--- src/rtl/wdog_clk_sel_pkg.sv ---
package wdog_clk_sel_pkg;

  typedef struct packed {
    logic mainSel;
    logic subSel;
    logic auxStopDis;
    logic pseudoRun;
  } selCfg_t;

  typedef struct packed {
    logic inStop;
  } ctrlStrobe_t;

  typedef enum logic [1:0] {
    ST_RUN   = 2'd0,
    ST_ENTER = 2'd1,
    ST_STOP  = 2'd2,
    ST_GUARD = 2'd3
  } stopState_e;

endpackage

--- src/rtl/wdog_clk_sel_datapath.sv ---
module wdog_clk_sel_datapath
  import wdog_clk_sel_pkg::*;
(
  input  logic        clk,
  input  logic        rstN,
  input  logic        cfgWe,
  input  selCfg_t     cfgIn,
  input  logic        auxTick,
  input  logic        refTick,
  input  logic        oscTick,
  input  logic        oscUp,
  input  logic        pseudoStop,
  input  ctrlStrobe_t strobe,
  output logic        slowStop,
  output logic        wdTick,
  output logic        restartPulse
);

  selCfg_t cfgQ;
  logic    srcTick;
  logic    stopPass;
  logic    mainFlip;
  logic    subFlip;

  // configuration word, cleared so the reference tick is the default
  always_ff @(posedge clk or negedge rstN) begin
    if (!rstN) cfgQ <= '0;
    else if (cfgWe) cfgQ <= cfgIn;
  end

  // restart on a main flip, or on a sub flip while main stays low
  always_comb begin
    mainFlip = cfgWe && (cfgIn.mainSel != cfgQ.mainSel);
    subFlip  = cfgWe && !cfgQ.mainSel && !cfgIn.mainSel &&
               (cfgIn.subSel != cfgQ.subSel);
  end

  always_ff @(posedge clk or negedge rstN) begin
    if (!rstN) restartPulse <= 1'b0;
    else       restartPulse <= mainFlip || subFlip;
  end

  // source mux and stop gate
  always_comb begin
    if (cfgQ.mainSel) begin
      srcTick  = auxTick;
      stopPass = !cfgQ.auxStopDis;
    end else if (cfgQ.subSel) begin
      srcTick  = oscTick && oscUp;
      stopPass = pseudoStop && cfgQ.pseudoRun;
    end else begin
      srcTick  = refTick;
      stopPass = 1'b0;
    end
  end

  always_ff @(posedge clk or negedge rstN) begin
    if (!rstN) wdTick <= 1'b0;
    else       wdTick <= srcTick && (!strobe.inStop || stopPass);
  end

  assign slowStop = cfgQ.mainSel && cfgQ.auxStopDis;

  // a restart can only follow a configuration write
  p_restart_from_write_r5: assert property (@(posedge clk) disable iff (!rstN)
    restartPulse |-> $past(cfgWe));

  // every watchdog tick comes from some source tick
  p_tick_has_source_r2: assert property (@(posedge clk) disable iff (!rstN)
    wdTick |-> $past(auxTick || refTick || oscTick));

  // reference source is silent in stop
  p_ref_quiet_stop_r10: assert property (@(posedge clk) disable iff (!rstN)
    ($past(strobe.inStop) && $past(!cfgQ.mainSel && !cfgQ.subSel)) |-> !wdTick);

endmodule

--- src/rtl/wdog_clk_sel_control.sv ---
module wdog_clk_sel_control
  import wdog_clk_sel_pkg::*;
#(
  parameter int SYNC_TICKS = 2
) (
  input  logic        clk,
  input  logic        rstN,
  input  logic        stopReq,
  input  logic        auxTick,
  input  logic        slowStop,
  output ctrlStrobe_t strobe,
  output logic        stopReady,
  output logic        protocolErr
);

  localparam int CNT_W = (SYNC_TICKS > 1) ? $clog2(SYNC_TICKS) : 1;
  localparam logic [CNT_W-1:0] LAST_CNT = CNT_W'(SYNC_TICKS - 1);

  stopState_e state, stateNext;
  logic [CNT_W-1:0] auxCnt, auxCntNext;
  logic reqQ;
  logic reqRise;
  logic slowQ;

  assign reqRise = stopReq && !reqQ;

  always_comb begin
    stateNext  = state;
    auxCntNext = auxCnt;
    unique case (state)
      ST_RUN: begin
        auxCntNext = '0;
        if (reqRise) stateNext = slowStop ? ST_ENTER : ST_STOP;
      end
      ST_ENTER: begin
        if (!stopReq) begin
          stateNext  = ST_RUN;
          auxCntNext = '0;
        end else if (auxTick) begin
          if (auxCnt == LAST_CNT) begin
            stateNext  = ST_STOP;
            auxCntNext = '0;
          end else begin
            auxCntNext = auxCnt + 1'b1;
          end
        end
      end
      ST_STOP: begin
        auxCntNext = '0;
        if (!stopReq) stateNext = slowQ ? ST_GUARD : ST_RUN;
      end
      ST_GUARD: begin
        if (auxTick) begin
          if (auxCnt == LAST_CNT) begin
            stateNext  = ST_RUN;
            auxCntNext = '0;
          end else begin
            auxCntNext = auxCnt + 1'b1;
          end
        end
      end
      default: stateNext = ST_RUN;
    endcase
  end

  always_ff @(posedge clk or negedge rstN) begin
    if (!rstN) begin
      state       <= ST_RUN;
      auxCnt      <= '0;
      reqQ        <= 1'b0;
      slowQ       <= 1'b0;
      protocolErr <= 1'b0;
    end else begin
      state       <= stateNext;
      auxCnt      <= auxCntNext;
      reqQ        <= stopReq;
      protocolErr <= (state == ST_GUARD) && reqRise;
      if (state == ST_RUN && reqRise) slowQ <= slowStop;
    end
  end

  assign stopReady     = (state == ST_STOP);
  assign strobe.inStop = (state == ST_STOP);

  // slow entry completes only on an auxiliary tick
  p_entry_on_aux_r8: assert property (@(posedge clk) disable iff (!rstN)
    ($rose(stopReady) && slowQ) |-> $past(auxTick));

  // a flagged request never coincides with stop
  p_err_not_ready_r9: assert property (@(posedge clk) disable iff (!rstN)
    protocolErr |-> !stopReady);

  // stop is only held while requested
  p_ready_needs_req_r7: assert property (@(posedge clk) disable iff (!rstN)
    stopReady |-> $past(stopReq));

endmodule

--- src/rtl/wdog_clk_sel.sv ---
module wdog_clk_sel
  import wdog_clk_sel_pkg::*;
#(
  parameter int SYNC_TICKS = 2
) (
  input  logic clk,
  input  logic rstN,
  input  logic cfgWe,
  input  logic cfgMainSel,
  input  logic cfgSubSel,
  input  logic cfgAuxStopDis,
  input  logic cfgPseudoRun,
  input  logic auxTick,
  input  logic refTick,
  input  logic oscTick,
  input  logic oscUp,
  input  logic pseudoStop,
  input  logic stopReq,
  output logic wdTick,
  output logic restartPulse,
  output logic stopReady,
  output logic protocolErr
);

  selCfg_t     cfgIn;
  ctrlStrobe_t strobe;
  logic        slowStop;

  assign cfgIn = '{mainSel: cfgMainSel, subSel: cfgSubSel,
                   auxStopDis: cfgAuxStopDis, pseudoRun: cfgPseudoRun};

  wdog_clk_sel_datapath u_datapath (
    .clk(clk), .rstN(rstN), .cfgWe(cfgWe), .cfgIn(cfgIn),
    .auxTick(auxTick), .refTick(refTick), .oscTick(oscTick),
    .oscUp(oscUp), .pseudoStop(pseudoStop), .strobe(strobe),
    .slowStop(slowStop), .wdTick(wdTick), .restartPulse(restartPulse)
  );

  wdog_clk_sel_control #(.SYNC_TICKS(SYNC_TICKS)) u_control (
    .clk(clk), .rstN(rstN), .stopReq(stopReq), .auxTick(auxTick),
    .slowStop(slowStop), .strobe(strobe), .stopReady(stopReady),
    .protocolErr(protocolErr)
  );

endmodule

--- config.mk ---
export PLATFORM = sky130hd
export DESIGN_NAME = wdog_clk_sel
export DESIGN_NICKNAME = d
export VERILOG_FILES = /design/src/rtl/wdog_clk_sel_pkg.sv /design/src/rtl/wdog_clk_sel_datapath.sv /design/src/rtl/wdog_clk_sel_control.sv /design/src/rtl/wdog_clk_sel.sv
export SDC_FILE = /design/constraint.sdc
export NUM_CORES = 1
export LEC_CHECK = 0
export BUFFER_PORTS_ARGS = -buffer_cell sky130_fd_sc_hd__buf_2
export CAP_MARGIN = 20
export CORE_MARGIN = 2
export CORE_UTILIZATION = 40
export DETAILED_ROUTE_END_ITERATION = 10
export PLACE_DENSITY = 0.62
export SYNTH_ARGS = -nofsm -noshare
export SYNTH_HDL_FRONTEND = slang
export SYNTH_SLANG_ARGS = --single-unit
--- constraint.sdc ---
create_clock -name clk -period 1.2 [get_ports clk]
set_input_delay 0.12 -clock clk [delete_from_list [all_inputs] [get_ports clk]]
set_output_delay 0.12 -clock clk [all_outputs]
set_load 0.005 [all_outputs]
==> insert_results.sql <==
INSERT INTO impl_metrics (metric_group, metric, value, unit) VALUES
('synth', 'synth_compound_area_share', '15.7', '%'),
('critical_path', 'worstPathRequired', '1.08', 'ns'),
('global_routing', 'grt_usage', '13.9', '%'),
('floorplan', 'start_util', '42.9', '%'),
('sta', 'max-slew-margin-rel', '79.3', '%'),
('critical_path', 'setup.reg_to_reg.worst_slack', '0.07', 'ns'),
('final_layout', 'fin_area', '739', 'sq um'),
('final_layout', 'fillCellCount', '109', ''),
('power_and_ir_drop', 'p_switching', '381', 'uW'),
('synth', 'post_synth_fa_ha_maj_area_fraction', '0', '%'),
('sta', 'timing.fmax', '867', 'MHz'),
('status', 'status', 'finished clean', ''),
('floorplan', 'ios', '17', ''),
('power_and_ir_drop', 'power.share.sequential', '46.4', '%'),
('sta', 'setup_ws', '0.0471', 'ns'),
('floorplan', 'die_area', '0.00173', 'sq mm'),
('worst_hold_path', 'min_path_type', 'input port to flop', ''),
('routing', 'wl_per_cell', '12.1', 'microns'),
('clock_tree', 'clock-sinks', '12', ''),
('floorplan', 'core-area', '0.00132', 'sq mm'),
('sta', 'timing.final.crit_share', '96.1', '%'),
('synth', 'netlist.top_cell.by_area', 'sky130_fd_sc_hd__dfrtp_1', ''),
('synth', 'synth_seq_area_share', '53.1', '%'),
('final_layout', 'nets', '89', ''),
('sta', 'setup-tns-final', '0', 'ns'),
('routing', 'routed-via-count', '456', ''),
('floorplan', 'die_y_extent', '41.6', 'microns'),
('routing', 'drt_iter0_markers', '2', ''),
('global_routing', 'via_count_of_the_first_global_routing_pass', '436', ''),
('routing', 'detail_route.wirelength', '1090', 'microns'),
('worst_hold_path', 'hold_start', 'stopReq', ''),
('synth', 'post_synth_xor_area_fraction', '3.10', '%'),
('clock_tree', 'cts_max_level', '1', ''),
('synth', 'synth_cell_type_count', '23', ''),
('power_and_ir_drop', 'power.switching_fraction', '30.1', '%'),
('sta', 'period_minus_slack', '1.15', 'ns'),
('critical_path', 'critPathMaxFanout', '5', ''),
('synth', 'synth_warnings', '0', ''),
('power_and_ir_drop', 'peakVddDrop', '1090', 'uV'),
('final_layout', 'final_instance_count_excl_fillers', '90', ''),
('floorplan', 'std_cell_rows', '13', ''),
('placed_design', 'placement.io_buffers', '16', ''),
('power_and_ir_drop', 'combPwrFrac', '28.4', '%'),
('final_layout', 'multi_input_combinational_cell_area', '251', 'sq um'),
('final_layout', 'syn_to_final_growth', '30.8', '%'),
('power_and_ir_drop', 'finalPower', '1.26', 'mW'),
('floorplan', 'die-width', '41.6', 'microns'),
('synth', 'synth_simple_gate_area_share', '16.8', '%'),
('power_and_ir_drop', 'power_frac_clock', '25.2', '%'),
('worst_hold_path', 'timing.hold.worst_endpoint', 'u_control.reqQ', ''),
('critical_path', 'critical_path.startpoint', 'u_control.state[0]', ''),
('synth', 'syn_area_per_cell', '11.1', 'sq um'),
('synth', 'postSynthNetCount', '64', ''),
('global_routing', 'grt_start_max_net_pins', '13', ''),
('critical_path', 'arrival', '1.03', 'ns'),
('critical_path', 'timing.setup.critical_path_class', 'flop to output port', ''),
('sta', 'setup_clock_skew_after_layout', '0.000691', 'ns'),
('synth', 'yosys.area.top_type_share', '53.1', '%'),
('critical_path', 'timing.rr.start', 'u_control.state[0]', ''),
('clock_tree', 'cts.clk_slew.worst_paths', '0.08', 'ns'),
('routing', 'via_per_inst', '5.07', ''),
('routing', 'dr.pass1.iters', '2', ''),
('critical_path', 'crit_slowest_cell', 'sky130_fd_sc_hd__dfrtp_1', ''),
('clock_tree', 'clock_latency', '0.26', 'ns'),
('clock_tree', 'maximum_clock_path_buffer_count', '2', ''),
('power_and_ir_drop', 'internal_power', '883', 'uW'),
('routing', 'residual_antenna_violating_net_count_after_detailed_routing', '0', ''),
('critical_path', 'timing.critical_path.to_type', 'output port', ''),
('synth', 'largest_family_of_logic_cells_by_synthesized_area', 'simple AND/OR/NAND/NOR gates', ''),
('global_routing', 'grt_first_pass_wirelength', '1840', 'microns'),
('critical_path', 'crit_path_start_kind', 'flop', '');
==> final cells by class <==
cell class | instances | area share, %
flip-flops and latches | 12 | 40.8
multi-input cells | 35 | 34.0
repair buffers | 21 | 16.2
clock buffers | 4 | 4.91
well taps | 15 | 2.54
inverters | 3 | 1.52
==> synthesized netlist by cell type <==
cell,instances
sky130_fd_sc_hd__dfrtp_1,12
sky130_fd_sc_hd__nand2_1,7
sky130_fd_sc_hd__mux2_2,4
sky130_fd_sc_hd__inv_1,3
sky130_fd_sc_hd__o21ai_0,3
sky130_fd_sc_hd__nand3_1,2
sky130_fd_sc_hd__nor2_1,2
sky130_fd_sc_hd__nor3_1,2
sky130_fd_sc_hd__o21ai_1,2
sky130_fd_sc_hd__a21oi_1,1
sky130_fd_sc_hd__a221oi_2,1
sky130_fd_sc_hd__a2bb2oi_1,1
sky130_fd_sc_hd__a31o_1,1
sky130_fd_sc_hd__and4b_1,1
sky130_fd_sc_hd__buf_4,1
sky130_fd_sc_hd__nand3b_1,1
sky130_fd_sc_hd__nor2b_2,1
sky130_fd_sc_hd__nor4b_2,1
sky130_fd_sc_hd__o211ai_1,1
sky130_fd_sc_hd__o21bai_1,1
sky130_fd_sc_hd__o41a_1,1
sky130_fd_sc_hd__xnor2_1,1
sky130_fd_sc_hd__xor2_1,1
==> metrics by stage <==
stage | hold slack (ns) | utilization [%]
2_1_floorplan | -0.176 | -
3_3_place_gp | 0.0120 | 51.0
3_5_place_dp | 0.0130 | 51.0
4_1_cts | 0.0292 | 55.0
5_1_grt | 0.0329 | 56.1
6_report | 0.0438 | 56.1
==> power groups by stage <==
stage | Clock, mW | Combinational [mW] | Sequential [mW]
floorplan | 0 | 0.223 | 0.553
global placement | 0 | 0.302 | 0.585
detailed placement | 0 | 0.303 | 0.585
CTS | 0.334 | 0.318 | 0.586
global route | 0.352 | 0.401 | 0.601
finish | 0.319 | 0.359 | 0.586
==> worst max-delay path, delay by kind of cell, from the launching register on <==
family                 cells  cell delay, ns
buffers and inverters      1            0.13
flip-flops                 1            0.47
AND/OR/NAND/NOR            1            0.17
==> sequential cells by signal, summed over array words and instances, names as in the netlist <==
| name | count |
|---|---|
| u_datapath.restartPulse | 1 |
| u_control.auxCnt | 1 |
| u_control.state | 2 |
| u_control.slowQ | 1 |
| u_datapath.wdTick | 1 |
| u_datapath.cfgQ | 4 |
| u_control.reqQ | 1 |
| u_control.protocolErr | 1 |
==> placed cells by master, fill, tap and decap left out <==
cell,instances
sky130_fd_sc_hd__a221oi_2,1
sky130_fd_sc_hd__buf_2,16
sky130_fd_sc_hd__xor2_1,1
sky130_fd_sc_hd__o211ai_1,1
sky130_fd_sc_hd__a21oi_1,1
sky130_fd_sc_hd__clkbuf_8,1
sky130_fd_sc_hd__nand2_1,7
sky130_fd_sc_hd__nand3b_1,1
sky130_fd_sc_hd__dlygate4sd3_1,1
sky130_fd_sc_hd__inv_1,3
sky130_fd_sc_hd__o21ai_0,3
sky130_fd_sc_hd__nand3_1,2
sky130_fd_sc_hd__mux2_2,4
sky130_fd_sc_hd__a2bb2oi_1,1
sky130_fd_sc_hd__nor3_1,2
sky130_fd_sc_hd__a31o_1,1
sky130_fd_sc_hd__nor2_1,2
sky130_fd_sc_hd__dfrtp_2,1
sky130_fd_sc_hd__o21bai_1,1
sky130_fd_sc_hd__clkbuf_4,3
sky130_fd_sc_hd__nor4b_2,1
sky130_fd_sc_hd__nor2b_4,1
sky130_fd_sc_hd__xnor2_1,1
sky130_fd_sc_hd__dfrtp_1,11
sky130_fd_sc_hd__o21ai_1,2
sky130_fd_sc_hd__and4b_1,1
sky130_fd_sc_hd__o41a_1,1
sky130_fd_sc_hd__buf_4,4
==> cells by family after synthesis <==
| group | after synthesis |
|---|---|
| compound gates | 12 |
| mux | 4 |
| buf+inv | 4 |
| flops | 12 |
| simple gates | 17 |
| xor+xnor | 2 |
==> metal layers <==
| metal | vias to the layer above | global-route usage, % | wire length, microns |
|---|---|---|---|
| met2 | 6 | 21.3 | 539 |
| met5 | - | 0 | 0 |
| met4 | 0 | 5.81 | 17 |
| met3 | 2 | 5.65 | 33 |
| met1 | 217 | 17.3 | 496 |
| li1 | 231 | - | - |
==> how the worst max path moves through the flow <==
stage	endpoint	slack [ns]	depth (start not counted)
2_1_floorplan	u_control.state[0]	0.13	3
6_report	stopReady	0.05	2
4_1_cts	stopReady	0.03	2
3_3_place_gp	u_datapath.wdTick	0.07	3
3_5_place_dp	u_datapath.wdTick	0.07	3
5_1_grt	stopReady	-0.004	2
==> what timing repair did <==
| item | 4_1_cts | 5_1_grt |
|---|---|---|
| hold buffers | 1 | 0 |
| gates resized for setup | 2 | 0 |
| buffers inserted | 0 | 2 |
| setup endpoints to repair | 1 | 1 |
| gates cloned | 0 | 0 |
| hold endpoints to repair | 12 | 0 |
Note: power is estimated with default switching activity, not from simulation.
